===== src/rtl/mbx_seq_pkg.sv =====
package mbx_seq_pkg;

   localparam int NFLAG = 6;

   // flag index order on the decoded vector, lowest word bit first
   localparam int FI_LAST  = 0;
   localparam int FI_ADDR  = 1;
   localparam int FI_BEGIN = 2;
   localparam int FI_CBI   = 3;
   localparam int FI_DUMP  = 4;
   localparam int FI_LOAD  = 5;

   typedef logic [NFLAG-1:0] flag_vec_t;

   typedef enum logic [1:0] {
      ST_WAIT_CMD = 2'd0,
      ST_GATHER   = 2'd1,
      ST_PRESENT  = 2'd2
   } seq_state_e;

   // command word bit that carries flag i
   function automatic int flag_bit(input int i);
      return 5 + 2 * i;
   endfunction

   // true when bit b of a command word is a defined flag
   function automatic bit is_flag_bit(input int b);
      return (b >= 5) && (b <= 15) && ((b % 2) == 1);
   endfunction

endpackage


===== src/rtl/mbx_cmd_decode.sv =====
module mbx_cmd_decode
   import mbx_seq_pkg::*;
#(
   parameter int WORD_W    = 16,
   parameter int CNT_W     = 4,
   parameter int P_LAST    = 0,
   parameter int P_ADDR    = 2,
   parameter int P_BEGIN   = 2,
   parameter int P_CBI     = 1,
   parameter int P_DUMP    = 5,
   parameter int P_LOAD    = 5,
   parameter int P_GENERIC = 5
) (
   input  logic [WORD_W-1:0] word,
   output flag_vec_t         flags,
   output logic              generic,
   output logic              bad,
   output logic [CNT_W-1:0]  total
);

   localparam int CNT_TAB [NFLAG] = '{P_LAST, P_ADDR, P_BEGIN, P_CBI, P_DUMP, P_LOAD};

   logic [CNT_W-1:0]  part [NFLAG];
   logic [WORD_W-1:0] known;

   for (genvar i = 0; i < NFLAG; i++) begin : g_flag
      localparam int FB = flag_bit(i);
      assign flags[i] = word[FB];
      assign part[i]  = word[FB] ? CNT_W'(CNT_TAB[i]) : '0;
   end

   for (genvar b = 0; b < WORD_W; b++) begin : g_mask
      assign known[b] = is_flag_bit(b);
   end

   assign bad     = |(word & ~known);
   assign generic = (flags == '0);

   always_comb begin
      total = '0;
      for (int i = 0; i < NFLAG; i++) begin
         total = total + part[i];
      end
      if (generic) begin
         total = CNT_W'(P_GENERIC);
      end
   end

endmodule


===== src/rtl/mbx_param_buf.sv =====
module mbx_param_buf #(
   parameter int WORD_W       = 16,
   parameter int DEPTH        = 15,
   parameter int IDX_W        = 4,
   parameter bit CLEAR_UNUSED = 1'b1
) (
   input  logic                    clk,
   input  logic                    rst_n,
   input  logic                    clr,
   input  logic                    we,
   input  logic [IDX_W-1:0]        widx,
   input  logic [WORD_W-1:0]       wdata,
   output logic [DEPTH*WORD_W-1:0] flat
);

   for (genvar k = 0; k < DEPTH; k++) begin : g_slot
      logic [WORD_W-1:0] slot_q;
      logic              hit;

      assign hit = we && (widx == IDX_W'(k));

      if (CLEAR_UNUSED) begin : g_clr
         always_ff @(posedge clk or negedge rst_n) begin
            if (!rst_n)   slot_q <= '0;
            else if (hit) slot_q <= wdata;
            else if (clr) slot_q <= '0;
         end
      end else begin : g_keep
         logic unused_clr;
         assign unused_clr = clr;
         always_ff @(posedge clk or negedge rst_n) begin
            if (!rst_n)   slot_q <= '0;
            else if (hit) slot_q <= wdata;
         end
      end

      assign flat[k*WORD_W +: WORD_W] = slot_q;
   end

endmodule


===== src/rtl/mbx_out_stage.sv =====
module mbx_out_stage
   import mbx_seq_pkg::*;
#(
   parameter int CNT_W = 4
) (
   input  logic             clk,
   input  logic             rst_n,
   input  logic             load,
   input  flag_vec_t        ld_flags,
   input  logic             ld_generic,
   input  logic [CNT_W-1:0] ld_count,
   input  logic             ready,
   output logic             valid,
   output flag_vec_t        flags,
   output logic             generic,
   output logic [CNT_W-1:0] count,
   output logic             irq,
   output logic             done
);

   logic accept;
   assign accept = valid && ready;

   always_ff @(posedge clk or negedge rst_n) begin
      if (!rst_n) begin
         valid   <= 1'b0;
         flags   <= '0;
         generic <= 1'b0;
         count   <= '0;
         irq     <= 1'b0;
         done    <= 1'b0;
      end else begin
         irq  <= accept && flags[FI_CBI];
         done <= accept && flags[FI_LAST];
         if (load) begin
            valid   <= 1'b1;
            flags   <= ld_flags;
            generic <= ld_generic;
            count   <= ld_count;
         end else if (accept) begin
            valid <= 1'b0;
         end
      end
   end

endmodule


===== src/rtl/mbx_cmd_seq.sv =====
module mbx_cmd_seq
   import mbx_seq_pkg::*;
#(
   parameter int  WORD_W       = 16,
   parameter int  P_LAST       = 0,
   parameter int  P_ADDR       = 2,
   parameter int  P_BEGIN      = 2,
   parameter int  P_CBI        = 1,
   parameter int  P_DUMP       = 5,
   parameter int  P_LOAD       = 5,
   parameter int  P_GENERIC    = 5,
   parameter bit  CLEAR_UNUSED = 1'b1,
   localparam int P_SUM   = P_LAST + P_ADDR + P_BEGIN + P_CBI + P_DUMP + P_LOAD,
   localparam int MAX_P   = (P_SUM > P_GENERIC) ? P_SUM : P_GENERIC,
   localparam int IDX_W   = $clog2(MAX_P + 1),
   localparam int PARAM_W = MAX_P * WORD_W
) (
   input  logic               clk,
   input  logic               rst_n,
   input  logic               word_vld,
   input  logic [WORD_W-1:0]  word_data,
   output logic               word_rdy,
   output logic               blk_valid,
   input  logic               blk_ready,
   output logic [NFLAG-1:0]   blk_cmd,
   output logic               blk_generic,
   output logic [IDX_W-1:0]   blk_count,
   output logic [PARAM_W-1:0] blk_param,
   output logic               err_pulse,
   output logic               irq_req,
   output logic               seq_end
);

   if (WORD_W < 16) begin : g_chk_width
      $error("mbx_cmd_seq: WORD_W must cover the flag bits");
   end
   if (P_LAST < 0 || P_ADDR < 0 || P_BEGIN < 0 || P_CBI < 0 ||
       P_DUMP < 0 || P_LOAD < 0 || P_GENERIC < 0) begin : g_chk_neg
      $error("mbx_cmd_seq: parameter word counts must not be negative");
   end
   if (MAX_P < 1 || MAX_P > 64) begin : g_chk_depth
      $error("mbx_cmd_seq: parameter array depth out of range");
   end

   seq_state_e       state_q;
   flag_vec_t        cur_flags_q;
   logic             cur_generic_q;
   logic [IDX_W-1:0] cur_total_q;
   logic [IDX_W-1:0] fill_q;
   logic             err_q;

   flag_vec_t        dec_flags;
   logic             dec_generic;
   logic             dec_bad;
   logic [IDX_W-1:0] dec_total;

   logic take, cmd_ok, cmd_bad, buf_we, last_param, out_load;
   flag_vec_t        ld_flags;
   logic             ld_generic;
   logic [IDX_W-1:0] ld_count;

   mbx_cmd_decode #(
      .WORD_W(WORD_W), .CNT_W(IDX_W),
      .P_LAST(P_LAST), .P_ADDR(P_ADDR), .P_BEGIN(P_BEGIN), .P_CBI(P_CBI),
      .P_DUMP(P_DUMP), .P_LOAD(P_LOAD), .P_GENERIC(P_GENERIC)
   ) u_decode (
      .word    (word_data),
      .flags   (dec_flags),
      .generic (dec_generic),
      .bad     (dec_bad),
      .total   (dec_total)
   );

   assign word_rdy   = (state_q != ST_PRESENT);
   assign take       = word_vld && word_rdy;
   assign cmd_ok     = take && (state_q == ST_WAIT_CMD) && !dec_bad;
   assign cmd_bad    = take && (state_q == ST_WAIT_CMD) && dec_bad;
   assign buf_we     = take && (state_q == ST_GATHER);
   assign last_param = buf_we && ((fill_q + 1'b1) == cur_total_q);
   assign out_load   = (cmd_ok && (dec_total == '0)) || last_param;

   assign ld_flags   = (state_q == ST_WAIT_CMD) ? dec_flags   : cur_flags_q;
   assign ld_generic = (state_q == ST_WAIT_CMD) ? dec_generic : cur_generic_q;
   assign ld_count   = (state_q == ST_WAIT_CMD) ? dec_total   : cur_total_q;

   always_ff @(posedge clk or negedge rst_n) begin
      if (!rst_n) begin
         state_q       <= ST_WAIT_CMD;
         cur_flags_q   <= '0;
         cur_generic_q <= 1'b0;
         cur_total_q   <= '0;
         fill_q        <= '0;
         err_q         <= 1'b0;
      end else begin
         err_q <= cmd_bad;
         unique case (state_q)
            ST_WAIT_CMD: begin
               if (cmd_ok) begin
                  cur_flags_q   <= dec_flags;
                  cur_generic_q <= dec_generic;
                  cur_total_q   <= dec_total;
                  fill_q        <= '0;
                  state_q       <= (dec_total == '0) ? ST_PRESENT : ST_GATHER;
               end
            end
            ST_GATHER: begin
               if (buf_we) begin
                  fill_q <= fill_q + 1'b1;
                  if (last_param) state_q <= ST_PRESENT;
               end
            end
            ST_PRESENT: begin
               if (blk_valid && blk_ready) state_q <= ST_WAIT_CMD;
            end
            default: state_q <= ST_WAIT_CMD;
         endcase
      end
   end

   mbx_param_buf #(
      .WORD_W(WORD_W), .DEPTH(MAX_P), .IDX_W(IDX_W), .CLEAR_UNUSED(CLEAR_UNUSED)
   ) u_params (
      .clk   (clk),
      .rst_n (rst_n),
      .clr   (cmd_ok),
      .we    (buf_we),
      .widx  (fill_q),
      .wdata (word_data),
      .flat  (blk_param)
   );

   mbx_out_stage #(
      .CNT_W(IDX_W)
   ) u_out (
      .clk        (clk),
      .rst_n      (rst_n),
      .load       (out_load),
      .ld_flags   (ld_flags),
      .ld_generic (ld_generic),
      .ld_count   (ld_count),
      .ready      (blk_ready),
      .valid      (blk_valid),
      .flags      (blk_cmd),
      .generic    (blk_generic),
      .count      (blk_count),
      .irq        (irq_req),
      .done       (seq_end)
   );

   assign err_pulse = err_q;

endmodule


===== config.mk =====
export PLATFORM = sky130hd
export DESIGN_NAME = mbx_cmd_seq
export DESIGN_NICKNAME = d
export VERILOG_FILES = /design/src/rtl/mbx_seq_pkg.sv /design/src/rtl/mbx_cmd_decode.sv /design/src/rtl/mbx_param_buf.sv /design/src/rtl/mbx_out_stage.sv /design/src/rtl/mbx_cmd_seq.sv
export SDC_FILE = /design/constraint.sdc
export NUM_CORES = 1
export LEC_CHECK = 0
export ABC_AREA = 1
export BUFFER_PORTS_ARGS = -buffer_cell sky130_fd_sc_hd__buf_2
export CAP_MARGIN = 25
export CORE_MARGIN = 2
export CORE_UTILIZATION = 50
export CTS_BUF_LIST = sky130_fd_sc_hd__clkbuf_2
export DETAILED_ROUTE_END_ITERATION = 10
export PLACE_DENSITY = 0.78
export SETUP_SLACK_MARGIN = 0.4
export SYNTH_ARGS = -nofsm -noshare
export SYNTH_HDL_FRONTEND = slang
export SYNTH_SLANG_ARGS = --single-unit

===== constraint.sdc =====
create_clock -name clk -period 2.1 [get_ports clk]
set_input_delay 0.105 -clock clk [delete_from_list [all_inputs] [get_ports clk]]
set_output_delay 0.105 -clock clk [all_outputs]
set_load 0.02 [all_outputs]

Word level (Yosys, flattened, before mapping) --
Index checks and enable logic that the tools add are counted.
Storage, ports and cells: flip-flop bits (word level) 272, word-level logic and storage cells 142, output and inout port bits 256, bits of input ports 20
Operators by class: mux-type cells 36, add/sub/neg operators 5, reduce and logical (&&, ||, !) cells 52, equality and inequality tests 22
Operator list (count):
- $mux W16 | 16
- $reduce_bool A2 Y1 | 17
- $eq A4 B4 Y1 const B | 7
- $logic_and A1 B1 Y1 | 25
- $add A4 B4 Y4 | 4
- $eq A4 B3 Y1 const B | 4
- $mux W4 | 4
- $mux W2 | 7
- $reduce_or A10 Y1 | 1
- $eq A4 B2 Y1 const B | 2
- $logic_not A4 Y1 | 2
- $ne A2 B2 Y1 const B | 4
- $pmux W4 S2 | 1
- $logic_not A6 Y1 | 1
- $mux W3 | 2
- $mux W6 | 1
- $pmux W2 S3 | 1
- $add A4 B1 Y4 const B | 1
- $eq A4 B1 Y1 const B | 1
- $eq A4 B4 Y1 | 1
- $mux W1 | 4
- $reduce_and A4 Y1 | 1
- $reduce_and A3 Y1 | 1
- $eq A2 B1 Y1 const B | 1
- other kinds (6) | 6

Depth between registers and ports, before layout --
word-level depth 10, mapped depth 14, depth with buffers taken out 12

Hierarchy --
Synthesis repeated with hierarchy kept, for this count alone.
Unflattened totals: cells, all modules 1321, area total of the unflattened synthesis 11462.2 sq um
Modules (own cells, without submodules):
- mbx_param_buf | instances 1, area each 9606.7 sq um, seq. area each 6005.8 sq um, cells an instance 1081
- mbx_cmd_seq | instances 1, area each 1046.0 sq um, seq. area each 450.4 sq um, cells an instance 138
- mbx_out_stage | instances 1, area each 526.8 sq um, seq. area each 350.3 sq um, cells an instance 58
- mbx_cmd_decode | instances 1, area each 282.8 sq um, seq. area each 0.0 sq um, cells an instance 44

Worst setup path before layout --
No wires, ideal clock.
kind input port to flip-flop, start point input word_data[11], end point register u_out.flags[3], buffers on the path 2, data required time 1.983 ns, stages on the path 13, arrival time 2.019 ns, setup slack -0.036 ns, setup time 0.117 ns, cells stage by stage clkbuf_1 inv_1 fa_1 fa_1 nand2_1 inv_1 nor2_1 nand3_1 nor2_1 nand2_1 clkbuf_1 nand3_1 nand2_1
On the way: word-level cells in the longest chain between the ends 8, elaborated cells between the ends (all ways) 10, those cells by class add/sub: 3; mux: 3; reduce/logical: 4
Ends and longest elaborated chain:
- start: declaration | RTL line mbx_cmd_seq.sv:21 | input logic [WORD_W-1:0] word_data,
- $mux W1 | RTL line mbx_cmd_decode.sv:29 | assign part[i] = word[FB] ? CNT_W'(CNT_TAB[i]) : '0;
- $add A4 B4 Y4 (3 in a row) | RTL line mbx_cmd_decode.sv:42 | total = total + part[i];
- $mux W4 | RTL line mbx_cmd_decode.sv:44 | if (generic) begin
- $logic_not A4 Y1 | RTL line mbx_cmd_seq.sv:80 | assign out_load = (cmd_ok && (dec_total == '0)) || last_param;
- $logic_and A1 B1 Y1 | RTL line mbx_cmd_seq.sv:80
- $logic_or A1 B1 Y1 | RTL line mbx_cmd_seq.sv:80
- end signal: assignment | RTL line mbx_out_stage.sv:37 | flags <= ld_flags;
- end: declaration | RTL line mbx_out_stage.sv:14 | output flag_vec_t flags,
Parallel ways exist; a longest one is shown, timed or not. A chain may end at the register's enable or synchronous reset.

Worst setup path after layout --
start point register state_q[1], end point register u_params.g_slot[9].slot_q[7]
On the way: word-level cells in the longest chain between the ends 5, elaborated cells between the ends (all ways) 10, those cells by class eq/ne: 2; mux: 1; reduce/logical: 7
Ends and longest elaborated chain:
- start: declaration | RTL line mbx_cmd_seq.sv:45 | seq_state_e state_q;
- start signal: assignment | RTL line mbx_cmd_seq.sv:103 | state_q <= (dec_total == '0) ? ST_PRESENT : ST_GATHER;
- $ne A2 B2 Y1 | RTL line mbx_cmd_seq.sv:74 | assign word_rdy = (state_q != ST_PRESENT);
- $logic_and A1 B1 Y1 | RTL line mbx_cmd_seq.sv:75 | assign take = word_vld && word_rdy;
- $logic_and A1 B1 Y1, on equally long branches | RTL line mbx_cmd_seq.sv:78, mbx_cmd_seq.sv:76
- $logic_and A1 B1 Y1, on equally long branches | RTL line mbx_param_buf.sv:20, mbx_cmd_seq.sv:76
- $mux W16 or $reduce_bool A2 Y1 (tied branches)
- end signal: assignment | RTL line mbx_param_buf.sv:25 | else if (hit) slot_q <= wdata;
- end: declaration | RTL line mbx_param_buf.sv:17 | logic [WORD_W-1:0] slot_q;
Parallel ways exist; a longest one is shown, timed or not.

==> impl_metrics.tcl <==
set metrics [dict create \
    num-nets-final 1706 \
    dr_total_vias 11000 \
    count_of_input_and_output_buffers 275 \
    max_slew_violation_total_from_the_final_report 0 \
    synthDistinctLibCells 28 \
    initial_core_util_pct 50.8 \
    drt_first_pass_iters 5 \
    seq_area_frac_synth_pct 55.5 \
    maximum_number_of_pins_on_one_net_before_global_route_repair 69 \
    synth.cell_area_um2 12300 \
    synth_cells 1305 \
    route.detailed.drc 0 \
    antenna_violations_before_repair 1 \
    final_cell_mix "sky130_fd_sc_hd__nand2_1, sky130_fd_sc_hd__buf_2, sky130_fd_sc_hd__dfrtp_1, sky130_fd_sc_hd__clkbuf_2, sky130_fd_sc_hd__nand3b_2" \
    final.period_utilization_pct 85.1 \
    period_needed_ps 1790 \
    setup.worst_path.end_class "flop" \
    gp_routability_congestion 0.838 \
    timing.fmax_mhz 559 \
    final_hold_viol_count 0 \
    area.growth.synth_to_final_pct 29.8 \
    number_of_nets_produced_by_synthesis 1334 \
    cpMaxStageDelayCell "sky130_fd_sc_hd__dfrtp_2" \
    drt_iter0_markers 964 \
    critical_path_arrival_ps 2480 \
    cts_tree "built" \
    worst_path_maximum_fanout 16 \
    dpl_worst_slack_ps 30.8 \
    ys.warnings.count 0 \
    detail-route-antenna-nets 0 \
    reg2reg_slack_ps 310 \
    wl_per_cell_um 19.5 \
    die-width_um 161 \
    max_slew.worst_pin.slew_ps 834 \
    htreeDepth 3 \
    worst_ir_drop_vdd_uv 659 \
    synth_enable_flop_cells 0 \
    crit_path_start_kind "flop" \
    via_density_per_instance 5.39 \
    worst_path_dominant_cell_family "simple AND/OR/NAND/NOR gates" \
    clkTransAtPathRegs_ps 120 \
    rows 57 \
    first_global_vias 10300 \
    timing.critical_path.buf_inv 3 \
    post_synthesis_mean_instance_area_um2 9.40 \
    asr_flop_ratio_synth_pct 100 \
    timing.slew.headroom_pct 44.2 \
    track_usage_pct 29.2 \
    cp_cell_sequence "inv_2 > nand2_2 > nor2_4 > buf_6 > nand2_8 > nor2_4 > clkbuf_16 > nand2_1 > nand2_1" \
    numCtsBuffers 71 \
    final_common_cell "sky130_fd_sc_hd__nand2_1" \
    fin_util_pct 65.9 \
    multi_input_comb_area_um2 5000 \
    grt-ovfl-total 0 \
    yosys_most_used_dff "sky130_fd_sc_hd__dfrtp_1" \
    register_area_um2 6810 \
    clock_tree.buffer_depth 3 \
    crit_path_class "reg -> reg" \
    floorplan.die_area_um2 25800 \
    result_of_the_run "finished clean" \
    fin_ws_ps 312 \
    finClkSkew_ps 107 \
    holdWs_ps 64.4 \
    clock_root_buffer_master "sky130_fd_sc_hd__clkbuf_2" \
    core_um2 24200 \
    postSynthRegisterBits 272 \
    critPathRequiredTime_ps 2790 \
    final-setup-viol-count 0 \
    fin_tns_setup_ps 0 \
    drive_gt1_share_pct 38.2 \
    io_pins 276 \
    hp-class "in -> reg" \
    dp.final_hpwl_mm 22.5 \
    power.density_nw_per_um2 1350 \
    power_leakage_uw 0.00900 \
    cap_violations 0 \
    finalWirelength_mm 40.0 \
    n_fill_cell 1865 \
    die_height_um 161 \
    cts_num_sinks 272 \
    rsz0062_at_grt "yes" \
    clock_latency_ps 830 \
    maximum_single_stage_delay_on_the_critical_path_ps 460 \
    grt_first_pass_wirelength_mm 58.3 \
]
==> cells in the mapped netlist, types with 2 or more instances <==
cell type	count	share of area [%]
sky130_fd_sc_hd__buf_2	36	1.5
sky130_fd_sc_hd__buf_6	20	1.8
sky130_fd_sc_hd__clkbuf_1	47	1.4
sky130_fd_sc_hd__clkbuf_2	2	0.082
sky130_fd_sc_hd__clkinv_1	3	0.092
sky130_fd_sc_hd__dfrtp_1	272	55
sky130_fd_sc_hd__fa_1	2	0.33
sky130_fd_sc_hd__ha_1	7	0.71
sky130_fd_sc_hd__inv_1	32	0.98
sky130_fd_sc_hd__nand2_1	532	16
sky130_fd_sc_hd__nand2_2	4	0.20
sky130_fd_sc_hd__nand3_1	71	2.9
sky130_fd_sc_hd__nand3b_1	92	5.6
sky130_fd_sc_hd__nand3b_2	100	9.2
sky130_fd_sc_hd__nand4_1	4	0.20
sky130_fd_sc_hd__nor2_1	28	0.86
sky130_fd_sc_hd__nor2_2	3	0.15
sky130_fd_sc_hd__o21ai_0	40	1.6
==> what timing repair did <==
item | 4_1_cts | 5_1_grt
setup buffers | 18 | 10
endpoints found under the setup margin | 250 | 260
gates cloned | 12 | 11
pin swaps | 5 | 32
endpoints found under the hold margin | 543 | 27
gates resized for setup | 53 | 78
hold buffers | 24 | 6
==> layer usage <==
metal | share of wire [%] | GRT usage [%]
met3 | 9.2 | 6.48
met1 | 39 | 38.4
met4 | 5.1 | 14.3
met2 | 47 | 46.0
met5 | 0 | 0
==> cell families after synthesis <==
group	Yosys count	synth area share [%]
adder cells (fa/ha/maj)	9	1.04
AND/OR/NAND/NOR	836	35.6
XOR/XNOR	1	0.0714
flip-flops	272	55.5
buffers and inverters	144	6.07
AO/OA/AOI/OAI	43	1.78
==> worst register-to-register path: stages, from the launching register on <==
cell and delay [ps]:
sky130_fd_sc_hd__dfrtp_2 460, sky130_fd_sc_hd__inv_2 70, sky130_fd_sc_hd__nand2_2 70, sky130_fd_sc_hd__nor2_4 140, sky130_fd_sc_hd__buf_6 150, sky130_fd_sc_hd__nand2_8 70
sky130_fd_sc_hd__nor2_4 250, sky130_fd_sc_hd__clkbuf_16 230, sky130_fd_sc_hd__nand2_1 80, sky130_fd_sc_hd__nand2_1 120
==> area by class of cell <==
class | count | share of cell area [%]
Timing Repair inverter | 2 | 0.126
Tap cell | 324 | 2.55
Sequential cell | 272 | 42.8
Multi-Input combinational cell | 890 | 31.4
Timing Repair Buffer | 403 | 18.2
Clock buffer | 106 | 3.33
Inverter | 37 | 1.02
Clock inverter | 12 | 0.495
Antenna cell | 2 | 0.0314
==> flip-flops by register name, summed over array words and instances (netlist names), 2 cells and up <==
name and cells:
cur_flags_q 6, cur_total_q 4, fill_q 4, state_q 2, u_out.count 4, u_out.flags 6
u_params.g_slot.slot_q 240
==> report_power, final <==
| part | leakage, uW | internal (uW) | switching [uW] | total (uW) |
|---|---|---|---|---|
| clock | 0.000477 | 1450 | 2170 | 3620 |
| combinational | 0.00496 | 3440 | 5780 | 9210 |
| sequential | 0.00356 | 7210 | 1410 | 8620 |
| total | 0.00900 | 12100 | 9360 | 21500 |
==> final timing paths <==
| kind | startpoint | endpoint | cells past startpoint |
|---|---|---|---|
| setup / recovery | state_q[1] | u_params.g_slot[9].slot_q[7] | 9 |
| min in group asynchronous | rst_n | u_params.g_slot[0].slot_q[4] | 3 |
| setup reg to reg | state_q[1] | u_params.g_slot[9].slot_q[7] | 9 |
| hold / removal | word_data[11] | u_params.g_slot[5].slot_q[11] | 5 |
| max in group asynchronous | rst_n | u_params.g_slot[13].slot_q[9] | 4 |
| hold reg to reg | u_params.g_slot[3].slot_q[3] | u_params.g_slot[3].slot_q[3] | 2 |
==> metrics by stage <==
stage               area (um2)  std cells  total power [uW]
global placement         14000       1850             16800
detailed placement       14000       1850             17100
finish                   15900       2048             21500
CTS                      15300       2022             21000
global route             15900       2048             22700
floorplan                12300       1305             13800
No activity file was read; power rests on OpenSTA's default activity.
